File: config.mk
export PLATFORM = sky130hd
export DESIGN_NAME = ram_lat_seq
export DESIGN_NICKNAME = d
export VERILOG_FILES = /design/src/rtl/ram_lat_seq_pkg.sv /design/src/rtl/ram_lat_seq_calc.sv /design/src/rtl/ram_lat_seq_pipe.sv /design/src/rtl/ram_lat_seq_ctrl.sv /design/src/rtl/ram_lat_seq.sv
export SDC_FILE = /design/constraint.sdc
export NUM_CORES = 1
export LEC_CHECK = 0
export ABC_AREA = 0
export BUFFER_PORTS_ARGS = -buffer_cell sky130_fd_sc_hd__buf_4
export CAP_MARGIN = 5
export CORE_MARGIN = 2
export CORE_UTILIZATION = 56
export DETAILED_ROUTE_END_ITERATION = 8
export PLACE_DENSITY = 0.8
export SLEW_MARGIN = 0
export SYNTH_ARGS = -nofsm -noshare
export SYNTH_HDL_FRONTEND = slang
export SYNTH_SLANG_ARGS = --single-unit
File: constraint.sdc
create_clock -name clk -period 2.2 [get_ports clk]
set_input_delay 0.55 -clock clk [delete_from_list [all_inputs] [get_ports clk]]
set_output_delay 0.55 -clock clk [all_outputs]
set_load 0.05 [all_outputs]
File: src/rtl/ram_lat_seq_pkg.sv
package ram_lat_seq_pkg;

   localparam int LAT_W = 4;

   // access time selected by the programmed code, before setup or caps
   function automatic logic [LAT_W-1:0] code_cycles(input logic [2:0] code);
      logic [LAT_W-1:0] c;
      case (code)
         3'd0, 3'd1: c = LAT_W'(2);
         3'd2:       c = LAT_W'(3);
         3'd3:       c = LAT_W'(4);
         default:    c = LAT_W'(5);
      endcase
      return c;
   endfunction

   // limit on the RAM portion once a slice is active
   function automatic int ram_cap_sliced(input bit data_mode);
      return data_mode ? 4 : 3;
   endfunction

   // limit on the whole load-to-data latency
   function automatic int total_cap(input bit data_mode, input int max_slices);
      return data_mode ? ((max_slices >= 2) ? 8 : 6) : 5;
   endfunction

endpackage

File: src/rtl/ram_lat_seq_calc.sv
module ram_lat_seq_calc
   import ram_lat_seq_pkg::*;
#(
   parameter bit DATA_MODE  = 1'b1,
   parameter int MAX_SLICES = 2
) (
   input  logic [2:0]       code,
   input  logic             setup,
   input  logic [1:0]       slices_req,
   output logic [1:0]       n_eff,
   output logic [LAT_W-1:0] ram_lat
);

   localparam int              RAM_CAP = ram_cap_sliced(DATA_MODE);
   localparam int              TOT_CAP = total_cap(DATA_MODE, MAX_SLICES);
   localparam logic [1:0]      N_MAX   = 2'(MAX_SLICES);
   localparam logic [LAT_W-1:0] LIM_SL = LAT_W'(RAM_CAP);
   localparam logic [LAT_W-1:0] LIM_NS = LAT_W'(TOT_CAP);

   logic [LAT_W-1:0] raw;
   logic [LAT_W-1:0] lim;

   always_comb begin
      n_eff = (slices_req > N_MAX) ? N_MAX : slices_req;
      raw   = code_cycles(code) + LAT_W'(setup);
      // slice and setup outrank the code: the RAM share is clipped per slice state
      lim     = (n_eff != 2'd0) ? LIM_SL : LIM_NS;
      ram_lat = (raw > lim) ? lim : raw;
   end

endmodule

File: src/rtl/ram_lat_seq_pipe.sv
module ram_lat_seq_pipe #(
   parameter int W     = 8,
   parameter int DEPTH = 2
) (
   input  logic         clk,
   input  logic         rst_n,
   input  logic [W-1:0] d,
   input  logic [1:0]   sel,
   output logic [W-1:0] q
);

   logic [W-1:0] regs [DEPTH];

   always_ff @(posedge clk or negedge rst_n) begin
      if (!rst_n) begin
         for (int k = 0; k < DEPTH; k++) regs[k] <= '0;
      end else begin
         regs[0] <= d;
         for (int k = 1; k < DEPTH; k++) regs[k] <= regs[k-1];
      end
   end

   // tap 0 is the bypass, tap k is the k-th register
   always_comb begin
      q = d;
      for (int k = 0; k < DEPTH; k++)
         if (sel == 2'(k + 1)) q = regs[k];
   end

endmodule

File: src/rtl/ram_lat_seq_ctrl.sv
module ram_lat_seq_ctrl
   import ram_lat_seq_pkg::*;
#(
   parameter int ADDR_W = 10,
   parameter int DATA_W = 32
) (
   input  logic              clk,
   input  logic              rst_n,
   input  logic              req_valid,
   input  logic              req_we,
   input  logic [ADDR_W-1:0] req_addr,
   input  logic [DATA_W-1:0] req_wdata,
   output logic              req_ready,
   input  logic [LAT_W-1:0]  lat_cfg,
   input  logic [1:0]        n_cfg,
   output logic              hold_en,
   output logic              hold_we,
   output logic [ADDR_W-1:0] hold_addr,
   output logic [DATA_W-1:0] hold_wdata,
   output logic              hold_last,
   output logic [1:0]        n_act
);

   logic [LAT_W-1:0] cnt;
   logic             accept;

   assign req_ready = (cnt == '0);
   assign accept    = req_valid && req_ready;
   assign hold_last = hold_en && (cnt == '0);

   always_ff @(posedge clk or negedge rst_n) begin
      if (!rst_n) begin
         cnt        <= '0;
         hold_en    <= 1'b0;
         hold_we    <= 1'b0;
         hold_addr  <= '0;
         hold_wdata <= '0;
         n_act      <= '0;
      end else if (accept) begin
         cnt        <= lat_cfg - LAT_W'(1);
         hold_en    <= 1'b1;
         hold_we    <= req_we;
         hold_addr  <= req_addr;
         hold_wdata <= req_wdata;
         n_act      <= n_cfg;
      end else if (cnt != '0) begin
         cnt <= cnt - LAT_W'(1);
      end else begin
         hold_en <= 1'b0;
      end
   end

endmodule

File: src/rtl/ram_lat_seq.sv
module ram_lat_seq
   import ram_lat_seq_pkg::*;
#(
   parameter int ADDR_W     = 10,
   parameter int DATA_W     = 32,
   parameter bit DATA_MODE  = 1'b1,
   parameter int MAX_SLICES = 2
) (
   input  logic              clk,
   input  logic              rst_n,
   input  logic [2:0]        cfg_code,
   input  logic              cfg_setup,
   input  logic [1:0]        cfg_slices,
   input  logic              req_valid,
   output logic              req_ready,
   input  logic              req_we,
   input  logic [ADDR_W-1:0] req_addr,
   input  logic [DATA_W-1:0] req_wdata,
   output logic              ram_en,
   output logic              ram_we,
   output logic [ADDR_W-1:0] ram_addr,
   output logic [DATA_W-1:0] ram_wdata,
   input  logic [DATA_W-1:0] ram_rdata,
   output logic              rd_valid,
   output logic [DATA_W-1:0] rd_data
);

   localparam int IN_W  = 3 + ADDR_W + DATA_W;
   localparam int OUT_W = 1 + DATA_W;

   generate
      if (!((DATA_MODE == 1'b0 && MAX_SLICES == 1) ||
            (DATA_MODE == 1'b1 && (MAX_SLICES == 1 || MAX_SLICES == 2)))) begin : g_bad_slices
         $error("ram_lat_seq: MAX_SLICES not supported in this mode");
      end
      if (ADDR_W < 1 || DATA_W < 1) begin : g_bad_width
         $error("ram_lat_seq: widths must be positive");
      end
   endgenerate

   logic [1:0]        n_eff;
   logic [LAT_W-1:0]  ram_lat;
   logic              hold_en, hold_we, hold_last;
   logic [ADDR_W-1:0] hold_addr;
   logic [DATA_W-1:0] hold_wdata;
   logic [1:0]        n_act;
   logic              pin_last;
   logic [IN_W-1:0]   pin_bus;
   logic              cap_v;
   logic [DATA_W-1:0] cap_d;

   ram_lat_seq_calc #(
      .DATA_MODE  (DATA_MODE),
      .MAX_SLICES (MAX_SLICES)
   ) u_calc (
      .code       (cfg_code),
      .setup      (cfg_setup),
      .slices_req (cfg_slices),
      .n_eff      (n_eff),
      .ram_lat    (ram_lat)
   );

   ram_lat_seq_ctrl #(
      .ADDR_W (ADDR_W),
      .DATA_W (DATA_W)
   ) u_ctrl (
      .clk        (clk),
      .rst_n      (rst_n),
      .req_valid  (req_valid),
      .req_we     (req_we),
      .req_addr   (req_addr),
      .req_wdata  (req_wdata),
      .req_ready  (req_ready),
      .lat_cfg    (ram_lat),
      .n_cfg      (n_eff),
      .hold_en    (hold_en),
      .hold_we    (hold_we),
      .hold_addr  (hold_addr),
      .hold_wdata (hold_wdata),
      .hold_last  (hold_last),
      .n_act      (n_act)
   );

   // slice half in front of the RAM
   ram_lat_seq_pipe #(
      .W     (IN_W),
      .DEPTH (MAX_SLICES)
   ) u_in_slice (
      .clk   (clk),
      .rst_n (rst_n),
      .d     ({hold_en, hold_we, hold_last, hold_addr, hold_wdata}),
      .sel   (n_act),
      .q     (pin_bus)
   );

   assign {ram_en, ram_we, pin_last, ram_addr, ram_wdata} = pin_bus;

   // capture RAM output on the final window cycle of a read
   always_ff @(posedge clk or negedge rst_n) begin
      if (!rst_n) begin
         cap_v <= 1'b0;
         cap_d <= '0;
      end else begin
         cap_v <= ram_en && !ram_we && pin_last;
         if (ram_en && !ram_we && pin_last) cap_d <= ram_rdata;
      end
   end

   // slice half behind the RAM
   ram_lat_seq_pipe #(
      .W     (OUT_W),
      .DEPTH (MAX_SLICES)
   ) u_out_slice (
      .clk   (clk),
      .rst_n (rst_n),
      .d     ({cap_v, cap_d}),
      .sel   (n_act),
      .q     ({rd_valid, rd_data})
   );

endmodule

==> run metrics, run 1 <==
arrival time of the worst setup path=2.07 ns; GP Congestion=0.762; die height=135 um; largest family of logic cells by synthesized area=multiplexers; I/O Buffers=161; Tmin final=2.62 ns; DRT met1 WL=11800 um; share of layout cells above drive strength 1=0.674; status=finished, violations left; Final #Nets=996; total congestion overflow=0; Final Max Tran Viols=0; Horiz. Die Dim=135 um; failing checks=negative setup slack; Critical Path RT=1.65 ns; count leader, synth=dfrtp_1; RSZ-0062 raised after global routing=yes; Max Clock Freq=382 MHz; asr flop ratio synth=1.00; Antenna Cells=0; largest cells by area after synthesis=dfrtp_1, mux2i_1, mux2_2; CTS tree=done; via count of the first global-routing pass=7133; Hold Vio Cnt, Final=0; drt total wl=29100 um; Initial Util=0.574; Final Cycle Share=1.19; DR vias=6809; simple-gate portion of the synthesized area=0.0652; met2 wire len=15200 um; Post-DRT Antenna Nets=0; highest layer used for signal routing=met4; CP max FO=15; synth warn=0; xor and xnor area share after synthesis=0.00183; worst clock skew=0.0125 ns; Setup-failing EPs final=109; Synth Instances=706; compound-gate portion of the synthesized area=0.103; num ports=162; ys flop type=dfrtp_1; DP HPWL=13500 um; core box area=16600 um2; pre-CTS setup slack=-0.353 ns; Worst Setup Start Kind=flop; CTS max path bufs=3; total CTS buffers=24; mux contribution to synthesized area=0.172; Clock H-tree levels=1; Via density=5.95; DR WL met3=1300 um; CTS Root Buffer Type=clkbuf_16; Yosys top cell area share=0.626; GRT Total Usage=0.273; Starting DRT DRC Count=374; first-pass GRT wire length=39200 um; number of antenna violations at the first check in global routing=0; Synth Register Bits=239; Avg Inst Size Synth=13.5 um2; EDFF count, synth=0; Worst-Skew Late Latency=0.52 ns; mapped cell area=9550 um2; Yosys top cell by area=dfrtp_1; DRC=0; DR pass1 iterations=4; Worst Setup Slack, final=-0.421 ns; Clock Pin Slew Worst Setup and Hold Paths=0.07 ns; synthesis-to-layout area growth=58.5%; die area=18100 um2; Post-synth top cells=dfrtp_1, a21oi_1, a211oi_1, mux2i_1, nor2b_1; DR WL/cell=25.5 um; num rows=47; sequential area share after synthesis=0.626; largest net degree at the start of global routing=67; CTS sink count=239; crit end category=primary output; critical path class=flop to primary output; Synth Area in Adders=0.00655; number of distinct library cells after synthesis=30; hold crit path type=input pin to flop; number of max-cap violations=0
placed cells by master (no fill, tap or decap), drive strengths merged, types with 10 or more instances in the layout:
cell	instances
dfrtp	239
buf	209
mux2	76
a21oi	73
a211oi	68
nor2b	68
mux2i	68
clkbuf	49
nor2	24
o22ai	10
state kept, by name, indices dropped and copies added (netlist names):
name / flops
cap_d: 32
u_ctrl.hold_addr: 10
u_ctrl.hold_en: 1
cap_v: 1
u_ctrl.n_act: 2
u_ctrl.hold_wdata: 32
u_ctrl.cnt: 4
u_out_slice.regs: 66
u_ctrl.hold_we: 1
u_in_slice.regs: 90
cell type report:
type,instances,area (um2)
Multi-Input combinational cell,416,5430
Inverter,5,18.8
Fill cell,531,1500
Sequential cell,239,5990
Timing Repair Buffer,221,2610
Clock buffer,39,748
Clock inverter,4,70.1
Tap cell,220,275
path summary, 6_finish.rpt:
| kind | start | to | slack (ns) | cells after the start |
|---|---|---|---|---|
| min reg2reg | u_out_slice.regs[43]$_DFF_PN0_ | u_out_slice.regs[10]$_DFF_PN0_ | 0.38 | 0 |
| min in group asynchronous | rst_n | u_out_slice.regs[25]$_DFF_PN0_ | 0.56 | 2 |
| min | req_wdata[27] | u_ctrl.hold_wdata[27]$_DFFE_PN0P_ | 0.27 | 2 |
| max | u_ctrl.n_act[1]$_DFFE_PN0P_ | ram_wdata[26] | -0.42 | 6 |
| max reg2reg | u_ctrl.n_act[1]$_DFFE_PN0P_ | cap_d[18]$_DFFE_PN0P_ | -0.22 | 10 |
| max in group asynchronous | rst_n | u_ctrl.n_act[1]$_DFFE_PN0P_ | 0.86 | 3 |
stage by stage:
stage | setup TNS [ns] | hold slack, ns | instances | area [um2] | util
final | -31.24 | 0.265 | 1144 | 15100 | 0.910
after global routing | -36.43 | 0.255 | 1144 | 15100 | 0.910
after CTS | -21.55 | 0.256 | 1131 | 14000 | 0.844
after detailed placement | -0.836 | 0.359 | 1076 | 12100 | 0.728
after global placement | -0.312 | 0.355 | 1076 | 12100 | 0.728
after floorplan | -8.77 | 0.254 | 707 | 10400 | -
worst max-delay path, stage by stage (launching register included):
cell and delay, ns:
dfrtp_4 0.54, buf_12 0.20, buf_12 0.20, nor2b_1 0.08, a211oi_2 0.26, a21oi_4 0.06
buf_4 0.20
metal layers:
layer  vias up  track usage
li1       2921            -
met1      3625        0.363
met2       212        0.471
met3        51       0.0499
met4         0       0.0684
met5         -            0
logic make-up after synthesis:
| kind of cell | Yosys count |
|---|---|
| adders and majority gates | 5 |
| AOI/OAI and AO/OA | 157 |
| buffers and inverters | 52 |
| xor gates and xnor gates | 2 |
| muxes | 144 |
| DFF | 239 |
| other | 1 |
| and+or+nand+nor | 106 |
what timing repair did:
item / 4_1_cts / 5_1_grt
gates resized for setup: 224 / 175
endpoints found under the hold margin: 55 / 0
gates cloned: 3 / 12
hold buffers: 1 / 0
pin swaps: 18 / 55
buffers inserted: 8 / 4
setup endpoints to repair: 77 / 110
Power of run 1 is left out: the tool's default activity adds up to more than one toggle a clock period on the data nets, which glitch-free logic cannot reach.
==> run 2: changes to the inputs <==
--- a/constraint.sdc
+++ b/constraint.sdc
@@ -3,2 +3,2 @@
 set_output_delay 0.55 -clock clk [all_outputs]
-set_load 0.05 [all_outputs]
+set_load 0.01 [all_outputs]
==> run metrics, run 2 (synthesis gave the netlist of run 1 again) <==
Final #Nets=983 (-1.3%); I/O Buffers=161 (unchanged); Tmin final=2.51 ns (-0.113 ns); Clock Pin Slew Worst Setup and Hold Paths=0.06 ns (about the same); Worst Setup Slack, final=-0.309 ns (+0.113 ns); delay-heaviest family, CP=buffers and inverters; Register Area=5990 um2 (about the same); DR pass1 iterations=4 (unchanged); die height=135 um (unchanged); largest net degree at the start of global routing=71 (+6.0%); total CTS buffers=25 (+4.2%); core box area=16600 um2 (unchanged); critical path class=flop to primary output; multi-input logic area=3910 um2 (-28%); Worst Setup Start Kind=flop; Hold Vio Cnt, Final=0 (unchanged); Starting DRT DRC Count=386 (+3.2%); final instance area=13100 um2 (-13%); RSZ-0062 raised after global routing=yes; hold crit path type=input pin to flop; via count of the first global-routing pass=6946 (-2.6%); crit end category=primary output; P_leak=5.87 nW; synthesis-to-layout area growth=37.4%; num ports=162 (unchanged); commonest cells after routing, fill and taps aside=dfrtp_1, buf_4, mux2i_1, a21oi_1, mux2_2; Post-DRT Antenna Nets=0 (unchanged); reg-to-reg slack, setup=-0.26 ns (-0.04 ns); Cell Area, Placed=11100 um2 (-8.5%); drt total wl=24000 um (-17%); Antenna Cells=0 (unchanged); crit path to=rd_data[6]; total power=23.6 mW; worst-path cell chain=buf_8, buf_6, nand2b_4, buf_6, o22ai_2, nor2_1, buf_4; Worst-Skew Late Latency=0.51 ns (about the same); Largest register FFs=90 (unchanged); number of antenna violations at the first check in global routing=0 (unchanged); arrival time of the worst setup path=1.96 ns (-0.11 ns); DP HPWL=12400 um (-7.9%); Buf/Inv on CP=4 (+1); CTS Root Buffer Type=clkbuf_16; Final Max Tran Viols=0 (unchanged); GRT Total Usage=0.252 (-0.0214); CTS sink count=239 (unchanged); Reg with most FFs=u_in_slice.regs; crit-path most repeated cell=buf_6; share of layout cells above drive strength 1=0.486 (-0.188); Max Clock Freq=399 MHz (+4.5%); Final Hold Slack=0.263 ns (-0.00157 ns); slowest CP cell=dfrtp_4; Max IR drop VDD=0.00105 V; CP max stage delay=0.50 ns (-0.04 ns); GP Congestion=0.748 (-1.8%); commonest non-fill, non-tap cell in the layout=dfrtp_1; CTS tree=done; DR vias=6498 (-4.6%); RR Endpoint=cap_d[31]$_DFFE_PN0P_; CP max FO=5 (-10); critical path depth=7 (+1); Filler cells=942 (+77%); number of max-cap violations=0 (unchanged); Critical Path RT=1.65 ns (about the same); die area=18100 um2 (unchanged); total congestion overflow=0 (unchanged); DRC=0 (unchanged); Clock H-tree levels=1 (unchanged); Pwr per Cell Area=1800 nW/um2; largest registers=u_in_slice.regs x90, u_out_slice.regs x66; status=finished, violations left; Final Cycle Share=1.14 (-0.0512); first-pass GRT wire length=36300 um (-7.3%); Reg2Reg Depth=11 (+1); Horiz. Die Dim=135 um (unchanged); failing checks=negative setup slack; worst clock skew=0.0123 ns (-0.000210 ns); Initial Util=0.574 (unchanged); Setup-failing EPs final=109 (unchanged); CTS max path bufs=3 (unchanged); CP startpoint=u_ctrl.n_act[1]$_DFFE_PN0P_; num rows=47 (unchanged); R2R Path Start=u_ctrl.n_act[1]$_DFFE_PN0P_; DR WL/cell=21.2 um (-17%); Via density=5.74 (-3.6%)
## run 2: cell count changes in the layout (fill, tap and decap cells not counted), sizes merged
cell | previous run | this run
clkinv | 2 | 5
buf | 209 | 201
bufbuf | 1 | 0
clkbuf | 49 | 35
clkinvlp | 0 | 3
bufinv | 2 | 7
## run 2: layer usage
| layer | GRT usage | vias to the layer above | share of wire |
|---|---|---|---|
| li1 | - | 2900 | - |
| met1 | 0.335 | 3350 | 0.41 |
| met3 | 0.0488 | 48 | 0.057 |
| met2 | 0.428 | 200 | 0.51 |
| met4 | 0.0708 | 0 | 0.021 |
| met5 | 0 | - | 0 |
## run 2: layout make-up
type / count / share of cell area
clock buffer: 30 / 0.0521
clock inverter: 15 / 0.0208
multi-input combinational: 416 / 0.298
sequential: 239 / 0.456
tap: 220 / 0.0210
timing repair buffer: 207 / 0.151
inverter: 5 / 0.00143
## run 2: report_power, final
group          switching [mW]  total, mW  internal (mW)
registers                1.59       8.16           6.57
clock network            1.79       4.84           3.05
logic                    5.02       10.6           5.56
total                    8.41       23.6           15.2
## run 2: worst min path at each step
stage | to | depth (start not counted) | slack [ns] | from
CTS | cap_d[29]$_DFFE_PN0P_ | 2 | 0.25 | ram_rdata[29]
global placement | u_in_slice.regs[13]$_DFF_PN0_ | 0 | 0.36 | u_in_slice.regs[58]$_DFF_PN0_
floorplan | cap_d[0]$_DFFE_PN0P_ | 0 | 0.25 | rst_n
detailed placement | u_in_slice.regs[39]$_DFF_PN0_ | 0 | 0.36 | u_in_slice.regs[84]$_DFF_PN0_
finish | cap_d[6]$_DFFE_PN0P_ | 2 | 0.26 | ram_rdata[6]
global route | u_ctrl.hold_wdata[27]$_DFFE_PN0P_ | 2 | 0.26 | req_wdata[27]
## run 2: repair_timing
item | CTS | global route
gates cloned | 7 | 6
pin swaps | 30 | 16
buffers inserted | 8 | 5
hold buffers | 1 | 0
gates resized for setup | 98 | 65
setup endpoints to repair | 77 | 111
hold endpoints to repair | 45 | 0
## run 2: metrics by stage
step,util,setup slack [ns],instances,TNS [ns]
finish,0.789,-0.309,1132,-24.27
global route,0.789,-0.390,1132,-31.92
CTS,0.762,-0.268,1121,-19.14
detailed placement,0.666,-0.291,1060,-0.647
global placement,0.666,-0.133,1060,-0.266
floorplan,-,0.0269,707,0
No activity file was read; power rests on OpenSTA's default activity.
